`config.mk`:
```
export PLATFORM = sky130hd
export DESIGN_NAME = rx_matcher
export DESIGN_NICKNAME = d
export VERILOG_FILES = /design/src/rtl/rx_pkg.sv /design/src/rtl/rx_empty.sv /design/src/rtl/rx_sig.sv /design/src/rtl/rx_seq.sv /design/src/rtl/rx_alt.sv /design/src/rtl/rx_star.sv /design/src/rtl/rx_matcher.sv
export SDC_FILE = /design/constraint.sdc
export NUM_CORES = 1
export LEC_CHECK = 0
export CELL_PAD_IN_SITES_DETAIL_PLACEMENT = 0
export CELL_PAD_IN_SITES_GLOBAL_PLACEMENT = 2
export CORE_AREA = 4 4 41 43
export CTS_CLUSTER_SIZE = 10
export DETAILED_ROUTE_END_ITERATION = 10
export DIE_AREA = 0 0 45 47
export GPL_TIMING_DRIVEN = 0
export PLACE_DENSITY_LB_ADDON = 0.12
export SLEW_MARGIN = 40
export SYNTH_ARGS = -nofsm -noshare
export SYNTH_HDL_FRONTEND = slang
export SYNTH_SLANG_ARGS = --single-unit
```
`constraint.sdc`:
```
create_clock -name clk -period 1.49 [get_ports clk]
set_input_delay 0.3725 -clock clk [delete_from_list [all_inputs] [get_ports clk]]
set_output_delay 0.3725 -clock clk [all_outputs]
set_load 0.02 [all_outputs]
```
`src/rtl/rx_pkg.sv`:
```
package rx_pkg;

  // Common output pair of every construct circuit.
  typedef struct packed {
    logic match;
    logic prefix;
  } rx_tap_t;

  localparam rx_tap_t RX_IDLE = '{match: 1'b0, prefix: 1'b0};

  // Alternation: union of both branches.
  function automatic rx_tap_t rx_union(input rx_tap_t x, input rx_tap_t y);
    rx_tap_t r;
    r.match  = x.match | y.match;
    r.prefix = x.prefix | y.prefix;
    return r;
  endfunction

  // Concatenation: the word completes only in the tail; either part may be alive.
  function automatic rx_tap_t rx_chain(input rx_tap_t head, input rx_tap_t tail);
    rx_tap_t r;
    r.match  = tail.match;
    r.prefix = head.prefix | tail.prefix;
    return r;
  endfunction

  // Repetition output: the empty word is accepted at every start.
  function automatic rx_tap_t rx_nullable(input logic start, input rx_tap_t body);
    rx_tap_t r;
    r.match  = start | body.match;
    r.prefix = start | body.prefix;
    return r;
  endfunction

  // Re-entry of a repetition body: outside start or a completed pass.
  function automatic logic rx_reenter(input logic start, input rx_tap_t body);
    return start | body.match;
  endfunction

endpackage

```
`src/rtl/rx_empty.sv`:
```
module rx_empty
  import rx_pkg::*;
(
  input  logic    start_i,
  output rx_tap_t out_o
);
  // The empty word is complete in the cycle it starts, and alive only then.
  always_comb begin
    out_o.match  = start_i;
    out_o.prefix = start_i;
  end
endmodule

```
`src/rtl/rx_sig.sv`:
```
module rx_sig
  import rx_pkg::*;
#(
  parameter logic RESET_VAL = 1'b0
) (
  input  logic    clk,
  input  logic    rst,
  input  logic    start_i,
  input  logic    sig_i,
  output rx_tap_t out_o
);
  logic hit_q;

  // One symbol is consumed per cycle; the result shows one cycle later.
  always_ff @(posedge clk) begin
    if (rst) hit_q <= RESET_VAL;
    else     hit_q <= start_i & sig_i;
  end

  always_comb begin
    out_o.match  = hit_q;
    out_o.prefix = hit_q;
  end
endmodule

```
`src/rtl/rx_seq.sv`:
```
module rx_seq
  import rx_pkg::*;
(
  input  logic    start_i,
  input  rx_tap_t head_i,
  input  rx_tap_t tail_i,
  output logic    head_start_o,
  output logic    tail_start_o,
  output rx_tap_t out_o
);
  // The tail starts exactly where the head completes.
  assign head_start_o = start_i;
  assign tail_start_o = head_i.match;
  assign out_o        = rx_chain(head_i, tail_i);
endmodule

```
`src/rtl/rx_alt.sv`:
```
module rx_alt
  import rx_pkg::*;
(
  input  logic    left_go_i,
  input  logic    right_go_i,
  input  rx_tap_t left_i,
  input  rx_tap_t right_i,
  output logic    left_start_o,
  output logic    right_start_o,
  output rx_tap_t out_o
);
  // Each branch takes its start from its own input. An ordinary choice
  // ties both to one start. Inside a repetition, a branch that accepts
  // the empty word takes the guarded (outside-only) start.
  assign left_start_o  = left_go_i;
  assign right_start_o = right_go_i;
  assign out_o         = rx_union(left_i, right_i);
endmodule

```
`src/rtl/rx_star.sv`:
```
module rx_star
  import rx_pkg::*;
(
  input  logic    start_i,
  input  rx_tap_t body_i,
  output logic    lead_start_o,
  output logic    body_start_o,
  output rx_tap_t out_o
);
  // lead_start_o carries only the outside start. Body parts that accept
  // the empty word combinationally must use it. body_start_o also
  // carries completed passes, and only parts with a registered entry
  // may use it, so the feedback path always crosses a flop.
  assign lead_start_o = start_i;
  assign body_start_o = rx_reenter(start_i, body_i);
  assign out_o        = rx_nullable(start_i, body_i);
endmodule

```
`src/rtl/rx_matcher.sv`:
```
module rx_matcher
  import rx_pkg::*;
(
  input  logic clk,
  input  logic rst,
  input  logic start_i,
  input  logic sig_a_i,
  input  logic sig_b_i,
  input  logic sig_c_i,
  output logic match_o,
  output logic prefix_o
);
  // Expression: (eps + C)* + (A . B)

  // Outer alternation
  logic    star_start, seq_start;
  rx_tap_t star_t, seq_t, top_t;

  // Repetition branch
  logic    loop_lead_w, loop_go_w;
  logic    eps_start, c_start;
  rx_tap_t body_t, eps_t, c_t;

  // Concatenation branch
  logic    a_start, b_start;
  rx_tap_t a_t, b_t;

  // Named internal events for the checker
  logic    loop_hit_w;
  logic    ab_mid_w;

  rx_alt u_top_alt (
    .left_go_i    (start_i),
    .right_go_i   (start_i),
    .left_i       (star_t),
    .right_i      (seq_t),
    .left_start_o (star_start),
    .right_start_o(seq_start),
    .out_o        (top_t)
  );

  rx_star u_star (
    .start_i     (star_start),
    .body_i      (body_t),
    .lead_start_o(loop_lead_w),
    .body_start_o(loop_go_w),
    .out_o       (star_t)
  );

  rx_alt u_body_alt (
    .left_go_i    (loop_lead_w),
    .right_go_i   (loop_go_w),
    .left_i       (eps_t),
    .right_i      (c_t),
    .left_start_o (eps_start),
    .right_start_o(c_start),
    .out_o        (body_t)
  );

  rx_empty u_eps (
    .start_i(eps_start),
    .out_o  (eps_t)
  );

  rx_sig u_sig_c (
    .clk    (clk),
    .rst    (rst),
    .start_i(c_start),
    .sig_i  (sig_c_i),
    .out_o  (c_t)
  );

  rx_seq u_seq (
    .start_i     (seq_start),
    .head_i      (a_t),
    .tail_i      (b_t),
    .head_start_o(a_start),
    .tail_start_o(b_start),
    .out_o       (seq_t)
  );

  rx_sig u_sig_a (
    .clk    (clk),
    .rst    (rst),
    .start_i(a_start),
    .sig_i  (sig_a_i),
    .out_o  (a_t)
  );

  rx_sig u_sig_b (
    .clk    (clk),
    .rst    (rst),
    .start_i(b_start),
    .sig_i  (sig_b_i),
    .out_o  (b_t)
  );

  assign loop_hit_w = c_t.match;
  assign ab_mid_w   = a_t.match;

  assign match_o  = top_t.match;
  assign prefix_o = top_t.prefix;

endmodule

```
Word-level counts from Yosys, hierarchy flattened
Index checks and enable logic that the tools add are counted.
{"block": "classes", "n_bitwise": 8}
{"op": "$or A1 B1 Y1", "count": 5}
{"op": "$and A1 B1 Y1", "count": 3}
{"block": "totals", "regBits": 3, "input_bits": 6, "word_cells": 11, "output_inout_bits": 2}

Longest topological paths before layout
Gate-level depths: netlist of the first run.
{"block": "logic_depth", "ltp_word": 3, "ltp_mapped": 2, "ltp_nobuf": 2}

Hierarchy
Synthesis of the first run repeated with hierarchy kept, for this count alone.
{"block": "hier_totals", "hier_cells": 30, "hier_area_um2": 257.7}
{"module": "rx_sig", "cells_per_inst": 4, "instances": 3, "seq_area_each_um2": 20.0, "area_each_um2": 43.8}
{"module": "rx_alt", "cells_per_inst": 4, "instances": 2, "seq_area_each_um2": 0.0, "area_each_um2": 27.5}
{"module": "rx_seq", "cells_per_inst": 4, "instances": 1, "seq_area_each_um2": 0.0, "area_each_um2": 28.8}
{"module": "rx_star", "cells_per_inst": 4, "instances": 1, "seq_area_each_um2": 0.0, "area_each_um2": 27.5}
{"module": "rx_empty", "cells_per_inst": 2, "instances": 1, "seq_area_each_um2": 0.0, "area_each_um2": 15.0}

Worst setup path after synthesis of the first run
OpenSTA, ideal clock, no wires.
{"block": "synth_path", "path_kind": "input port to output port", "startpoint": "input start_i", "endpoint": "output prefix_o", "cell_stages": 2, "arrival_ns": 1.036, "required_time_ns": 1.118, "n_path_buf": 0, "path_slack_ns": 0.082, "cell_sequence": "or3_4 -> or2_1"}
{"block": "synth_between", "elab_chain_cells": 3}
{"item": "start: declaration", "line": "rx_matcher.sv:6", "text": "input logic start_i,"}
{"item": "$or A1 B1 Y1", "line": "rx_pkg.sv:15", "text": "r.prefix = x.prefix | y.prefix;"}
{"item": "$or A1 B1 Y1 *", "line": "rx_pkg.sv:31", "text": "r.prefix = start | body.prefix;"}
{"item": "$or A1 B1 Y1 *", "line": "rx_pkg.sv:15"}
{"item": "end: declaration", "line": "rx_matcher.sv:11", "text": "output logic prefix_o"}
Every way passes the cells marked *; elsewhere a longest branch is shown, timed or not.

Worst setup path after layout of the first run
{"block": "layout_path", "startpoint": "register u_sig_c.hit_q", "endpoint": "output prefix_o"}
{"block": "layout_between", "elab_chain_cells": 3}
{"item": "start: declaration", "line": "rx_sig.sv:12", "text": "logic hit_q;"}
{"item": "start signal: assignment", "line": "rx_sig.sv:17", "text": "else hit_q <= start_i & sig_i;"}
{"item": "$or A1 B1 Y1", "line": "rx_pkg.sv:15"}
{"item": "$or A1 B1 Y1", "line": "rx_pkg.sv:31"}
{"item": "$or A1 B1 Y1", "line": "rx_pkg.sv:15"}
Every way passes these cells.

==> out/metrics.yaml, run 1 <==
logic_synthesis:
  yosys_warnings: 0
  seq_area_frac_synth_pct: 57.8
  synth_cell_type_count: 6
  avgSynthCellArea_um2: 9.44
  yosysTopAreaCellShare_pct: 57.8
  netlist_area_um2: 104
  yosysTopAreaCell: "dfxtp_1"
  synth_cells: 11
  syn_nets: 17
  synth.area.top_cells: "dfxtp_1, nor2_1, or3_4"
  synth_seq_cells: 3
floorplan:
  die_h_um: 47
  die_w_um: 45
  initial_core_util_pct: 7.98
  coreArea_mm2: 0.00130
  rows: 13
  io_pins: 8
  die-area_mm2: 0.00212
status:
  violations: "setup timing"
  status: "finished with violations"
global_routing:
  grt_pass1_wl_um: 407
  grt_max_degree: 4
  grt_pass1_vias: 114
  grt_usage_pct: 3.55
  overflow: 0
  antenna_found_initial: 0
drt:
  drc_errors: 0
  first_iter_violations: 0
  detail-route-antenna-nets: 0
  vias: 110
  vias_per_cell: 2.97
  firstDrtPassIters: 1
  wl_per_cell_um: 7.38
  drt_wl_total_um: 273
critical_path:
  r2r-end: "u_sig_c.hit_q"
  path_class: "reg -> out"
  reg2reg_depth: 2
  ff2ff_setup_slack_ns: 0.90
  cp.arrival_ns: 1.25
  cp.required_ns: 1.12
  crit_path_start_kind: "flip-flop"
  crit_path_end_kind: "output pin"
  rr_startpoint: "u_sig_c.hit_q"
  crit_fanout: 2
layout:
  layout.nets: 29
  diodes: 0
  final_common_cell: "clkdlybuf4s50_1"
  area_growth_pct: 113
  final_cell_area_um2: 221
  final_cells: 37
  fin_util_pct: 17.0
  drive_above_1_share_pct: 31.8
  layout_common_cells: "clkdlybuf4s50_1, nor2_1, clkbuf_4, nand2_1, dfxtp_1"
timing:
  final.setup.tns_ns: -0.235
  worst_pin_slew_ns: 0.206
  rsz0062_at_grt: "yes"
  setup_ws_ns: -0.131
  slew_viol_final: 0
  whs_ns: 0.443
  max_freq_ghz: 0.617
  period_minus_slack_ns: 1.62
  relSlewSlack_pct: 86.3
  period_share_pct: 109
  finClkSkew_ns: 0.0000266
  hold_viol: 0
  setup_viol: 2
run:
  drv_cap: 0
power_and_ir_drop:
  powerDensity_mw_per_mm2: 1180
  leakage_nw: 0.0884
  power_mw: 0.261
  irDropWorstVdd_v: 0.000279
placed_design:
  dp_slack_ns: -0.799
  numPlacedInstances: 33
  portBuffers: 7
  place_area_um2: 193
  globalplace.congestion: 0.556
cts:
  cts.clk_slew.worst_paths_ns: 0.03
  postCtsSetupBuffers: 0
  clock-sinks: 3
  clock_latency_ns: 0.23
  htreeDepth: 1
  cts_buffer_depth: 2
  root_buffer: "clkbuf_4"
  tritoncts: "done"
  ctsHoldBuffers: 0
  cts_buffers: 3
hold_path:
  holdPathEnd: "u_sig_b.hit_q"
  hold_depth: 2
  hp-start: "u_sig_a.hit_q"
  hp-class: "reg -> reg"
-- synthesized netlist by cell type --
cell type and instances:
dfxtp_1 3, nand2_1 2, nor2_1 3, nor3b_1 1, or2_1 1, or3_4 1
-- power breakdown --
group | internal [mW] | switching, mW
Clock | 0.100 | 0.0402
Combinational | 0.0219 | 0.0129
Sequential | 0.0839 | 0.00131
-- registers in the layout, summed over array words and instances, names as in the netlist --
signal,count
u_sig_a.hit_q,1
u_sig_b.hit_q,1
u_sig_c.hit_q,1
-- critical path: stages (launching register included) --
cell	delay, ns
dfxtp_2	0.31
or3_4	0.35
or2_1	0.22
buf_6	0.13
-- worst max-delay path by stage --
stage | from | endpoint | slack [ns] | depth (start not counted)
floorplan | start_i | prefix_o | 0.08 | 2
finish | u_sig_c.hit_q | prefix_o | -0.13 | 3
CTS | u_sig_c.hit_q | prefix_o | -0.17 | 3
global route | u_sig_c.hit_q | prefix_o | -0.18 | 3
global placement | start_i | prefix_o | -0.80 | 4
detailed placement | start_i | prefix_o | -0.80 | 4
-- per-layer routing --
metal  global-route usage [%]  up-vias  wire length [µm]
met5                        0        -                 0
met4                     8.77        0                14
met3                     1.15        2                46
met2                     4.80        9               123
met1                     2.27       43                89
li1                         -       56                 -
-- cells by family after synthesis --
| family | share of synthesized area [%] |
|---|---|
| DFF | 57.8 |
| and+or+nand+nor | 42.2 |
-- layout make-up --
| class | instances | area [µm²] |
|---|---|---|
| fill | 162 | 1080 |
| timing repair buffer | 7 | 71.3 |
| clock buffer | 4 | 26.3 |
| sequential | 3 | 61.3 |
| tap | 15 | 18.8 |
| multi-input combinational | 8 | 43.8 |
-- timing repair --
| action | 4_1_cts | 5_1_grt |
|---|---|---|
| pin swaps | 1 | 1 |
| resized for setup | 10 | 1 |
| setup endpoints to repair | 2 | 2 |
(Power assumes the default switching activity.)
==> run 2, diff against run 1 <==
- CAP_MARGIN: unset -> 20
- GPL_TIMING_DRIVEN: 0 -> 1
==> out/metrics.yaml, run 2 (synthesized netlist as in run 1, its figures left out) <==
status:
  status: "finished with violations"
  violations: "setup timing"
timing:
  max_freq_ghz: 0.617
  whs_ns: 0.442
  period_share_pct: 109
  hold_viol: 0
  slew_viol_final: 0
  rsz0062_at_grt: "yes"
  setup_ws_ns: -0.131
  relSlewSlack_pct: 86.3
  final.setup.tns_ns: -0.235
  period_minus_slack_ns: 1.62
  finClkSkew_ns: 0.0000221
  worst_pin_slew_ns: 0.207
  setup_viol: 2
hold_path:
  hp-class: "reg -> reg"
critical_path:
  crit_fanout: 2
  critPathTopFamily: "simple AND/OR/NAND/NOR gates"
  cp_slowest_stage_delay_ns: 0.35
  cp.arrival_ns: 1.25
  path_class: "reg -> out"
  path_buf_inv: 1
  crit_slowest_cell: "or3_4"
  crit_path_start_kind: "flip-flop"
  crit_path_end_kind: "output pin"
  cp.required_ns: 1.12
  cp_cell_sequence: "or3_4 > or2_1 > buf_6"
drt:
  drt_wl_total_um: 280
  vias: 113
  firstDrtPassIters: 1
  detail-route-antenna-nets: 0
  vias_per_cell: 2.97
  first_iter_violations: 0
  drc_errors: 0
  wl_per_cell_um: 7.37
cts:
  cts_buffers: 3
  clock-sinks: 3
  postCtsSetupBuffers: 0
  cts_buffer_depth: 2
  htreeDepth: 1
  clock_latency_ns: 0.23
  root_buffer: "clkbuf_4"
  tritoncts: "done"
  cts.clk_slew.worst_paths_ns: 0.03
placed_design:
  globalplace.congestion: 0.589
  portBuffers: 7
  place_area_um2: 200
  dp_slack_ns: -0.762
layout:
  layout.nets: 30
  area_growth_pct: 119
  fin_util_pct: 17.5
  drive_above_1_share_pct: 30.4
  layout_common_cells: "clkdlybuf4s50_1, nor2_1, clkbuf_4, nand2_1, dfxtp_1"
  top_regs: "u_sig_a.hit_q: 1 flops, u_sig_b.hit_q: 1 flops, u_sig_c.hit_q: 1 flops"
  final_cell_area_um2: 228
  final_common_cell: "clkdlybuf4s50_1"
  diodes: 0
global_routing:
  grt_pass1_wl_um: 469
  grt_pass1_vias: 129
  grt_usage_pct: 3.87
  antenna_found_initial: 0
  grt_max_degree: 4
  overflow: 0
power_and_ir_drop:
  irDropWorstVdd_v: 0.000276
  leakage_nw: 0.0930
  powerDensity_mw_per_mm2: 1150
floorplan:
  die_w_um: 45
  coreArea_mm2: 0.00130
  initial_core_util_pct: 7.98
  die-area_mm2: 0.00212
  die_h_um: 47
  rows: 13
  io_pins: 8
run:
  drv_cap: 0
[run 2: report_power, final]
group / switching [mW] / total, mW / internal, mW / leakage [nW]
combinational: 0.0134 / 0.0366 / 0.0233 / 0.0531
clock: 0.0399 / 0.140 / 0.100 / 0.0150
sequential: 0.00136 / 0.0853 / 0.0840 / 0.0249
[run 2: worst register-to-register path: stages, from the launching register on]
cell	delay, ns
dfxtp_2	0.32
nor2_1	0.04
nor3b_1	0.15
[run 2: final timing paths]
path | start | end | slack (ns) | cells past startpoint
min | u_sig_a.hit_q | u_sig_b.hit_q | 0.44 | 2
max | u_sig_c.hit_q | prefix_o | -0.13 | 3
max reg2reg | u_sig_c.hit_q | u_sig_c.hit_q | 0.90 | 2
min reg2reg | u_sig_a.hit_q | u_sig_b.hit_q | 0.44 | 2
[run 2: area by class of cell]
cell class	instances	area, µm²
Fill cell	150	1070
Timing Repair Buffer	8	77.6
Sequential cell	3	61.3
Multi-Input combinational cell	8	43.8
Clock buffer	4	26.3
Tap cell	15	18.8
[run 2: metal layers]
metal  GRT usage, %  vias up  wire length [µm]
li1               -       58                 -
met1           2.72       44                89
met2           5.08        9               129
met3           1.53        2                46
met4           8.77        0                14
met5              0        -                 0
[run 2: repair_timing]
action	in CTS	in global routing
gates resized for setup	9	1
endpoints found under the setup margin	2	2
pin swaps	1	1
hold buffers	0	0
cloned	0	0
[run 2: stage by stage]
step	power, mW	std cells
after floorplan	0.0990	11
after global placement	0.125	34
after detailed placement	0.125	34
after CTS	0.271	38
after global routing	0.283	38
final	0.262	38
==> run 3, diff against run 2 <==
- REMOVE_ABC_BUFFERS: unset -> 1
==> results of run 3 <==
The final DEF is identical to that of run 2; final timing and power are the same.
